[config.mk]
export PLATFORM = sky130hd
export DESIGN_NAME = dbg_cmd_ctrl
export DESIGN_NICKNAME = d
export VERILOG_FILES = /design/src/rtl/dbg_cmd_pkg.sv /design/src/rtl/dbg_dr_shift.sv /design/src/rtl/dbg_cmd_exec.sv /design/src/rtl/dbg_status_pack.sv /design/src/rtl/dbg_cmd_ctrl.sv
export SDC_FILE = /design/constraint.sdc
export NUM_CORES = 1
export LEC_CHECK = 0
export CORE_AREA = 2 2 39 41
export DETAILED_ROUTE_END_ITERATION = 16
export DIE_AREA = 0 0 41 43
export PLACE_DENSITY = 0.74
export SLEW_MARGIN = 20
export SYNTH_ARGS = -nofsm -noshare
export SYNTH_HDL_FRONTEND = slang
export SYNTH_SLANG_ARGS = --single-unit
[constraint.sdc]
create_clock -name clk_i -period 2.6 [get_ports clk_i]
set_clock_uncertainty 0.15 [all_clocks]
set_input_delay 0.26 -clock clk_i [delete_from_list [all_inputs] [get_ports clk_i]]
set_output_delay 0.26 -clock clk_i [all_outputs]
set_load 0.03 [all_outputs]
[src/rtl/dbg_cmd_pkg.sv]
package dbg_cmd_pkg;
  localparam int unsigned DR_W = 8;
  typedef logic [DR_W-1:0] dr_word_t;

  localparam dr_word_t CMD_NOP     = 8'h00;
  localparam dr_word_t CMD_RST_SET = 8'hD1;
  localparam dr_word_t CMD_RST_CLR = 8'hD0;
  localparam dr_word_t CMD_ERASE   = 8'hFC;
  localparam dr_word_t CMD_ACC_ON  = 8'hFE;
  localparam dr_word_t CMD_ACC_OFF = 8'hFD;

  typedef struct packed {
    logic unprot;
    logic rsv6;
    logic err;
    logic rsv4;
    logic cfg_rdy;
    logic busy;
    logic acc_en;
    logic dev_rst;
  } status_t;
endpackage

[src/rtl/dbg_dr_shift.sv]
module dbg_dr_shift #(
  parameter int unsigned WIDTH = 8
) (
  input  logic             clk_i,
  input  logic             rst_ni,
  input  logic             capture_i,
  input  logic             shift_i,
  input  logic             tdi_i,
  input  logic [WIDTH-1:0] cap_val_i,
  output logic             tdo_o,
  output logic [WIDTH-1:0] dr_o
);
  localparam int unsigned MSB = WIDTH - 1;

  logic [WIDTH-1:0] dr_q;

  for (genvar i = 0; i < WIDTH; i++) begin : g_cell
    logic in_bit;
    if (i == MSB) begin : g_top
      assign in_bit = tdi_i;
    end else begin : g_mid
      assign in_bit = dr_q[i+1];
    end
    always_ff @(posedge clk_i or negedge rst_ni) begin
      if (!rst_ni)        dr_q[i] <= 1'b0;
      else if (capture_i) dr_q[i] <= cap_val_i[i];
      else if (shift_i)   dr_q[i] <= in_bit;
    end
  end

  assign tdo_o = dr_q[0];
  assign dr_o  = dr_q;
endmodule

[src/rtl/dbg_cmd_exec.sv]
module dbg_cmd_exec
  import dbg_cmd_pkg::*;
(
  input  logic     clk_i,
  input  logic     rst_ni,
  input  logic     update_i,
  input  dr_word_t cmd_i,
  input  logic     erase_done_i,
  input  logic     mem_err_i,
  output logic     rst_req_o,
  output logic     acc_en_o,
  output logic     busy_o,
  output logic     err_o,
  output logic     erase_start_o
);
  logic rst_req_q, acc_en_q, busy_q, err_q, start_q;
  logic do_set, do_clr, do_on, do_off, do_erase;

  always_comb begin
    do_set   = update_i && (cmd_i == CMD_RST_SET);
    do_clr   = update_i && (cmd_i == CMD_RST_CLR);
    do_on    = update_i && (cmd_i == CMD_ACC_ON);
    do_off   = update_i && (cmd_i == CMD_ACC_OFF);
    // erase while busy is dropped
    do_erase = update_i && (cmd_i == CMD_ERASE) && !busy_q;
  end

  always_ff @(posedge clk_i or negedge rst_ni) begin
    if (!rst_ni) begin
      rst_req_q <= 1'b0;
      acc_en_q  <= 1'b1;
      busy_q    <= 1'b0;
      err_q     <= 1'b0;
      start_q   <= 1'b0;
    end else begin
      if (do_set)      rst_req_q <= 1'b1;
      else if (do_clr) rst_req_q <= 1'b0;
      if (do_on)       acc_en_q <= 1'b1;
      else if (do_off) acc_en_q <= 1'b0;
      // start beats done in the same cycle
      if (do_erase)          busy_q <= 1'b1;
      else if (erase_done_i) busy_q <= 1'b0;
      // error pulse beats the clear by a start
      if (mem_err_i)     err_q <= 1'b1;
      else if (do_erase) err_q <= 1'b0;
      start_q <= do_erase;
    end
  end

  assign rst_req_o     = rst_req_q;
  assign acc_en_o      = acc_en_q;
  assign busy_o        = busy_q;
  assign err_o         = err_q;
  assign erase_start_o = start_q;
endmodule

[src/rtl/dbg_status_pack.sv]
module dbg_status_pack
  import dbg_cmd_pkg::*;
(
  input  logic    unprot_i,
  input  logic    err_i,
  input  logic    cfg_rdy_i,
  input  logic    busy_i,
  input  logic    acc_en_i,
  input  logic    dev_rst_i,
  output status_t status_o
);
  always_comb begin
    status_o         = '0;
    status_o.unprot  = unprot_i;
    status_o.err     = err_i;
    status_o.cfg_rdy = cfg_rdy_i;
    status_o.busy    = busy_i;
    status_o.acc_en  = acc_en_i;
    status_o.dev_rst = dev_rst_i;
  end
endmodule

[src/rtl/dbg_cmd_ctrl.sv]
module dbg_cmd_ctrl
  import dbg_cmd_pkg::*;
(
  input  logic clk_i,
  input  logic rst_ni,
  input  logic capture_i,
  input  logic shift_i,
  input  logic update_i,
  input  logic tdi_i,
  output logic tdo_o,
  input  logic ext_rst_i,
  input  logic erase_done_i,
  input  logic mem_err_i,
  input  logic unprot_i,
  input  logic cfg_ready_i,
  output logic rst_req_o,
  output logic dev_rst_o,
  output logic erase_start_o,
  output logic access_en_o
);
  dr_word_t dr_w;
  status_t  status_w;
  logic     busy_w, err_w, rst_req_w, acc_en_w, dev_rst_w;

  dbg_dr_shift #(.WIDTH(DR_W)) u_shift (
    .clk_i     (clk_i),
    .rst_ni    (rst_ni),
    .capture_i (capture_i),
    .shift_i   (shift_i),
    .tdi_i     (tdi_i),
    .cap_val_i (status_w),
    .tdo_o     (tdo_o),
    .dr_o      (dr_w)
  );

  dbg_cmd_exec u_exec (
    .clk_i         (clk_i),
    .rst_ni        (rst_ni),
    .update_i      (update_i),
    .cmd_i         (dr_w),
    .erase_done_i  (erase_done_i),
    .mem_err_i     (mem_err_i),
    .rst_req_o     (rst_req_w),
    .acc_en_o      (acc_en_w),
    .busy_o        (busy_w),
    .err_o         (err_w),
    .erase_start_o (erase_start_o)
  );

  assign dev_rst_w = rst_req_w | ext_rst_i;

  dbg_status_pack u_pack (
    .unprot_i  (unprot_i),
    .err_i     (err_w),
    .cfg_rdy_i (cfg_ready_i),
    .busy_i    (busy_w),
    .acc_en_i  (acc_en_w),
    .dev_rst_i (dev_rst_w),
    .status_o  (status_w)
  );

  assign rst_req_o   = rst_req_w;
  assign dev_rst_o   = dev_rst_w;
  assign access_en_o = acc_en_w;
endmodule

# --- After elaboration in Yosys (flattened, before gate mapping) ---
# Index checks and enable logic that the tools add are counted.
totals:
  output_inout_bits: 5
  reg_bits: 13
classes:
  reduce_logical: 12
  eq_ne: 5
  n_mux: 24
  bitwise: 1
ops:
  columns: ["op", "count"]
  rows:
  - ["$eq A8 B8 Y1 const B", 5]
  - ["$mux W1", 24]
  - ["$reduce_bool A2 Y1", 5]
  - ["$logic_and A1 B1 Y1", 6]
  - ["$logic_not A1 Y1", 1]
  - ["$or A1 B1 Y1", 1]

# --- Longest topological paths before layout ---
# Gate-level depths: netlist of run 1.
depth:
  word_depth: 5
  ltp_mapped: 3
  depth_no_buf: 3

# --- Modules after synthesis ---
# A second synthesis of run 1 with hierarchy kept.
hier_totals:
  cells_unflattened: 73
  hier_area_um2: 735.7
modules_own_cells:
  columns: ["mod", "instances", "cells_each", "area_per_inst_um2", "seq_area_each_um2"]
  rows:
  - ["dbg_dr_shift", 1, 42, 432.9, 200.2]
  - ["dbg_cmd_exec", 1, 21, 232.7, 126.4]
  - ["dbg_status_pack", 1, 9, 63.8, 0.0]
  - ["dbg_cmd_ctrl", 1, 1, 6.3, 0.0]

# --- Worst setup path before layout of run 1 ---
# Ideal clock, no wire load.
synth_path:
  kind: "reg2reg"
  start: "register u_exec.rst_req_q (netlist: u_exec.rst_req_o)"
  end: "register u_shift.dr_q[0] (netlist: u_shift.tdo_o)"
  period_less_slack_ns: 1.321
  stages_incl_launch_ff: 4
  slack_ns: 1.279
  path_buffers: 0
  arrival_ns: 1.035
  cell_sequence: "dfrtp_1 > or2_2 > nand2_1 > o21ai_0"
synth_between:
  elab_chain_len: 2
synth_lines:
  columns: ["element", "line", "text"]
  rows:
  - ["start: declaration", "dbg_cmd_exec.sv:16", "logic rst_req_q, acc_en_q, busy_q, err_q, start_q;"]
  - ["start signal: assignment", "dbg_cmd_exec.sv:30", "rst_req_q <= 1'b0;"]
  - ["start signal: assignment", "dbg_cmd_exec.sv:36", "if (do_set) rst_req_q <= 1'b1;"]
  - ["start signal: assignment", "dbg_cmd_exec.sv:37", "else if (do_clr) rst_req_q <= 1'b0;"]
  - ["$or A1 B1 Y1", "dbg_cmd_ctrl.sv:50", "assign dev_rst_w = rst_req_w | ext_rst_i;"]
  - ["named net dev_rst_o", "dbg_cmd_ctrl.sv:17", "output logic dev_rst_o,"]
  - ["$mux W1", "dbg_dr_shift.sv:26", "else if (capture_i) dr_q[i] <= cap_val_i[i];"]
  - ["end signal: indexed assignment", "dbg_dr_shift.sv:26", null]
  - ["end signal: indexed assignment", "dbg_dr_shift.sv:27", "else if (shift_i) dr_q[i] <= in_bit;"]
  - ["end: declaration", "dbg_dr_shift.sv:15", "logic [WIDTH-1:0] dr_q;"]
# The timed path passes the listed nets, and every way through them passes these cells.
# A chain may end at the register's enable or synchronous reset.

# --- Final worst setup path of run 1 ---
layout_path:
  start: "input port ext_rst_i"
  end: "output port dev_rst_o"
layout_between:
  elab_chain_len: 1
layout_lines:
  columns: ["element", "line", "text"]
  rows:
  - ["start: declaration", "dbg_cmd_ctrl.sv:11", "input logic ext_rst_i,"]
  - ["$or A1 B1 Y1", "dbg_cmd_ctrl.sv:50", null]
  - ["end: declaration", "dbg_cmd_ctrl.sv:17", null]
# Every way passes these cells.

==> results.py, run 1 <==
metrics = {
    "sta": {
        "setup_viol": 0,
        "worst_slew_pin_slew_ps": 554,
        "hold_viol_final": 0,
        "fin_setup_tns_ps": 0,
        "fin_crit_ps": 1970,
        "fmax_mhz": 508,
        "setup_slack_ps": 632,
        "drv_slew": 0,
        "relSlewSlack_pct": 62.9,
        "timing.final.crit_share_pct": 75.7,
        "rsz0062_at_grt": "no",
    },
    "worst_setup_path": {
        "worstPathArrival_ps": 1560,
        "critPathKind": "in2out",
        "startpoint": "ext_rst_i",
        "reg2regPathDepth": 3,
        "path_depth": 3,
        "worstPathMaxFanout": 2,
        "crit_top_cell": "clkdlybuf4s50_1",
        "startpoint_type": "primary input",
        "critical-path-slowest-cell": "clkdlybuf4s50_1",
        "slowest_delay_ps": 600,
        "cpLargestDelayFamily": "buffers and inverters",
        "rr_startpoint": "u_shift.g_cell[0].in_bit",
        "cp_cell_sequence": "clkdlybuf4s50_1, or2_2, clkdlybuf4s50_1",
        "worstPathRequired_ps": 2190,
        "critPathBufInv": 2,
        "setup.worst_path.end_class": "output pin",
    },
    "grt": {
        "grt_max_degree": 15,
        "grt_usage_pct": 14.8,
        "grt_pass1_vias": 404,
        "antenna_found_initial": 0,
        "grt_pass1_wl_um": 1730,
        "grt_overflow": 0,
    },
    "drt": {
        "wl_per_cell_um": 11.8,
        "wl_um": 1020,
        "dr.pass1.iters": 4,
        "drc": 0,
        "wl_met3_um": 47,
        "wl_met2_um": 492,
        "viasPerCell": 5.01,
        "vias": 431,
        "highest_layer": "met4",
        "dr.first_iter.drc_count": 5,
        "drtAntennaViolNets": 0,
        "wl_met1_um": 461,
    },
    "placement": {
        "dpl_cell_area_um2": 746,
        "gp_congestion": 0.706,
        "pre_cts_slack_ps": 623,
        "port_buffers": 15,
        "dp_cells": 82,
    },
    "pwr": {
        "vdd_drop_max_mv": 0.307,
        "power_mw": 0.395,
        "p_per_area_nw_per_um2": 512,
        "power.leakage_nw": 0.349,
    },
    "cells_and_area": {
        "layout_common_cells": "15 x clkdlybuf4s50_1, 12 x dfrtp_1, 8 x mux2i_1",
        "layout-area-overhead-vs-synth_pct": 32.1,
        "fin_area_um2": 772,
        "fin_cells": 86,
        "antenna_cells": 0,
        "multi_input_comb_area_um2": 238,
        "fillCellCount": 136,
        "drive_gt1_share_pct": 10.0,
        "final_common_cell": "clkdlybuf4s50_1",
        "seqCellArea_um2": 327,
        "nets": 82,
    },
    "cts": {
        "cts_hold_buf": 0,
        "cts_root_buf": "clkbuf_4",
        "path_clk_slew_ps": 80,
        "cts_tree": "done",
        "cts_made_buffers": 3,
        "cts_resized": 0,
        "postCtsSetupBuffers": 0,
        "cts_buffer_depth": 2,
        "clk_latency_ps": 270,
        "cts_sinks": 13,
        "cts_max_level": 1,
    },
    "logic_synthesis": {
        "synth_fp_nets": 64,
        "syn_inst": 53,
        "synth-warning-count": 0,
        "yosysUniqueCellTypes": 20,
        "synth_area_um2": 584,
        "ys_seq_elements": 13,
        "ys_seq_area_share_pct": 55.9,
        "syn_avg_cell_area_um2": 11.0,
    },
    "hold_path": {
        "hp-class": "in2async",
    },
    "die": {
        "start_util_pct": 42.2,
        "die-area_um2": 1760,
        "io_pins": 16,
        "fp.dieH_um": 43,
        "core_um2": 1380,
        "rows": 14,
        "die_x_um": 41,
    },
    "flow_run": {
        "maxCapViolations": 0,
    },
    "run_status": {
        "status": "finished clean",
    },
}
-- flip-flops by register name, indices dropped and copies added, names as in the netlist --
signal	cells
u_exec.erase_start_o	1
u_exec.acc_en_o	1
u_exec.busy_o	1
u_exec.err_o	1
u_shift.tdo_o	1
u_exec.rst_req_o	1
u_shift.g_cell.in_bit	7
-- per-layer routing --
metal / track usage [%] / up-vias
li1: - / 221
met1: 19.4 / 197
met2: 20.0 / 11
met3: 4.71 / 2
met4: 10.0 / 0
met5: 0 / -
-- report_power, final --
| group | internal, mW | total [mW] | switching, mW |
|---|---|---|---|
| Sequential | 0.212 | 0.221 | 0.00967 |
| Clock | 0.0594 | 0.121 | 0.0613 |
| Combinational | 0.0296 | 0.0531 | 0.0235 |
-- kinds of logic after synthesis --
kind of cell	count (synthesis)	synth area share (%)
AO/OA/AOI/OAI	10	9.85
multiplexers	9	16.3
flip-flops	13	55.9
buffers and inverters	5	3.42
AND/OR/NAND/NOR	16	14.6
-- final cells by class --
class                      count  area share (%)
inverter                       3            1.46
multi-input combinational     35            30.8
sequential                    13            42.3
clock buffer                   4            3.40
tap                           16            2.59
timing repair buffer          15            19.4
-- synthesized netlist by cell type (all sizes together) --
master | count | area (µm²)
inv | 3 | 11.3
a31oi | 1 | 6.26
clkbuf | 1 | 3.75
or2 | 1 | 6.26
dfstp | 1 | 26.3
a2bb2oi | 1 | 8.76
a21o | 1 | 7.51
buf | 1 | 5.00
nand3b | 1 | 7.51
nor2 | 2 | 7.51
dfrtp | 12 | 300
nand3 | 1 | 5.00
o21ai | 7 | 35.0
mux2 | 1 | 15.0
and3 | 1 | 6.26
nor3 | 1 | 5.00
nand2 | 7 | 26.3
and4 | 1 | 8.76
nor4 | 1 | 12.5
mux2i | 8 | 80.1
-- stage by stage --
step	hold slack (ps)	util, %
3_5_place_dp	320	53.9
4_1_cts	216	55.8
2_1_floorplan	-186	-
6_report	194	55.8
5_1_grt	246	55.8
3_3_place_gp	321	53.9
-- worst reg2reg max path, stage by stage, from the launching register on --
cell and delay [ps]:
dfrtp_1 430, nor4_2 280, nand2_1 100, mux2_4 300
-- worst paths after layout --
check	end	slack, ps
min in group clk_i	u_exec.err_o	330
worst min-delay path	u_exec.rst_req_o	190
worst max register to register	u_exec.rst_req_o	1240
max in group asynchronous	u_exec.acc_en_o	1730
worst max-delay path	dev_rst_o	630
worst min register to register	u_exec.err_o	330
(Power assumes the default switching activity.)
==> run 2: changes to the inputs <==
--- a/config.mk
+++ b/config.mk
@@ -5,10 +5,10 @@
 export SDC_FILE = /design/constraint.sdc
 export NUM_CORES = 1
 export LEC_CHECK = 0
-export CORE_AREA = 2 2 39 41
+export CORE_MARGIN = 2
+export CORE_UTILIZATION = 40
 export DETAILED_ROUTE_END_ITERATION = 16
-export DIE_AREA = 0 0 41 43
-export PLACE_DENSITY = 0.74
+export PLACE_DENSITY = 0.71
 export SLEW_MARGIN = 20
 export SYNTH_ARGS = -nofsm -noshare
 export SYNTH_HDL_FRONTEND = slang
==> constraint.sdc (replaced) <==
create_clock -name clk_i -period 1.67 [get_ports clk_i]
set_clock_uncertainty 0.15 [all_clocks]
set_input_delay 0.167 -clock clk_i [delete_from_list [all_inputs] [get_ports clk_i]]
set_output_delay 0.167 -clock clk_i [all_outputs]
set_load 0.03 [all_outputs]
==> results.py, run 2 (synthesis results as in run 1) <==
metrics = {
    "grt": {
        "grt_max_degree": 15,
        "grt_pass1_wl_um": 1660,
        "grt_overflow": 0,
        "grt_usage_pct": 13.2,
        "antenna_found_initial": 0,
        "grt_pass1_vias": 390,
    },
    "sta": {
        "rsz0062_at_grt": "no",
        "worst_slew_pin_slew_ps": 431,
        "hold_viol_final": 0,
        "fin_setup_tns_ps": 0,
        "timing.final.crit_share_pct": 93.8,
        "hold_ws_ps": 42.7,
        "setup_viol": 0,
        "relSlewSlack_pct": 71.2,
        "drv_slew": 0,
        "fmax_mhz": 638,
        "fin_crit_ps": 1570,
    },
    "hold_path": {
        "hp-class": "in2async",
    },
    "worst_setup_path": {
        "critical-path-slowest-cell": "clkdlybuf4s50_1",
        "path_depth": 1,
        "worstPathMaxFanout": 1,
        "r2r_slack_ps": 330,
        "worstPathArrival_ps": 1250,
        "rr_startpoint": "u_shift.g_cell[0].in_bit",
        "startpoint_type": "flip-flop",
        "slowest_delay_ps": 660,
        "worstPathRequired_ps": 1350,
        "cpLargestDelayFamily": "buffers and inverters",
        "critPathBufInv": 1,
        "r2r_end": "u_exec.rst_req_o",
        "setup.worst_path.end_class": "output pin",
        "critPathKind": "reg2out",
        "reg2regPathDepth": 3,
        "cp_cell_sequence": "clkdlybuf4s50_1",
    },
    "drt": {
        "wl_per_cell_um": 11.6,
        "viasPerCell": 5.09,
        "dr.first_iter.drc_count": 0,
        "drc": 0,
        "dr.pass1.iters": 1,
        "vias": 448,
        "drtAntennaViolNets": 0,
        "wl_um": 1020,
    },
    "cells_and_area": {
        "nets": 85,
        "drive_gt1_share_pct": 15.1,
        "antenna_cells": 0,
        "layout-area-overhead-vs-synth_pct": 34.9,
        "largest_reg_flops": 7,
        "layout_common_cells": "12 x dfrtp_1, 11 x clkdlybuf4s50_1, 8 x mux2i_1",
        "fin_area_um2": 788,
        "fin_cells": 88,
        "final_common_cell": "dfrtp_1",
    },
    "placement": {
        "dpl_cell_area_um2": 767,
        "port_buffers": 15,
        "dp_cells": 84,
        "hpwl_um": 753,
        "gp_congestion": 0.704,
    },
    "die": {
        "core_um2": 1330,
        "die-area_um2": 1780,
        "start_util_pct": 43.8,
        "die_x_um": 42.2,
        "rows": 13,
        "io_pins": 16,
        "fp.dieH_um": 42.2,
    },
    "flow_run": {
        "maxCapViolations": 0,
    },
    "cts": {
        "cts_max_level": 1,
        "cts_buffer_depth": 2,
        "cts_sinks": 13,
        "postCtsSetupBuffers": 0,
        "cts_tree": "done",
        "clk_latency_ps": 270,
        "path_clk_slew_ps": 80,
        "cts_made_buffers": 3,
        "cts_root_buf": "clkbuf_4",
        "cts_hold_buf": 0,
    },
    "run_status": {
        "status": "finished clean",
    },
    "pwr": {
        "vdd_drop_max_mv": 0.452,
        "power.leakage_nw": 0.389,
        "p_per_area_nw_per_um2": 789,
        "power_mw": 0.622,
    },
}
-- run 2: cell type report --
class,count,area [µm²]
Inverter,3,11.3
Clock buffer,4,26.3
Timing Repair Buffer,18,168
Sequential cell,13,327
Fill cell,125,546
Multi-Input combinational cell,35,238
Tap cell,15,18.8
-- run 2: worst max path at each step --
stage	startpoint	endpoint	slack, ps
6_report	u_exec.erase_start_o	erase_start_o	100
5_1_grt	u_exec.erase_start_o	erase_start_o	50
4_1_cts	u_exec.rst_req_o	rst_req_o	9
3_5_place_dp	ext_rst_i	dev_rst_o	-100
3_3_place_gp	ext_rst_i	dev_rst_o	-90
2_1_floorplan	u_exec.rst_req_o	u_shift.tdo_o	350
-- run 2: report_power, final --
group          switching [mW]  internal, mW  leakage (nW)  total, mW
clock network           0.101        0.0925        0.0150      0.193
registers              0.0148         0.329         0.163      0.344
logic                  0.0368        0.0476         0.211     0.0845
total                   0.152         0.469         0.389      0.622
-- run 2: what timing repair did --
item / 4_1_cts / 5_1_grt
gates resized for setup: 3 / 3
pin swaps: 0 / 0
endpoints found under the setup margin: 3 / 2
-- run 2: stage by stage --
step	util, %	setup WS (ps)
4_1_cts	59.2	8.90
5_1_grt	59.1	46.7
2_1_floorplan	-	349
3_5_place_dp	57.5	-95.2
3_3_place_gp	57.5	-94.2
6_report	59.1	104
-- run 2: routing by layer --
layer | up-vias | wire [µm] | GRT usage, %
li1 | 226 | - | -
met4 | 0 | 8 | 11.3
met5 | - | 0 | 0
met2 | 11 | 453 | 18.8
met1 | 209 | 497 | 15.1
met3 | 2 | 58 | 5.60
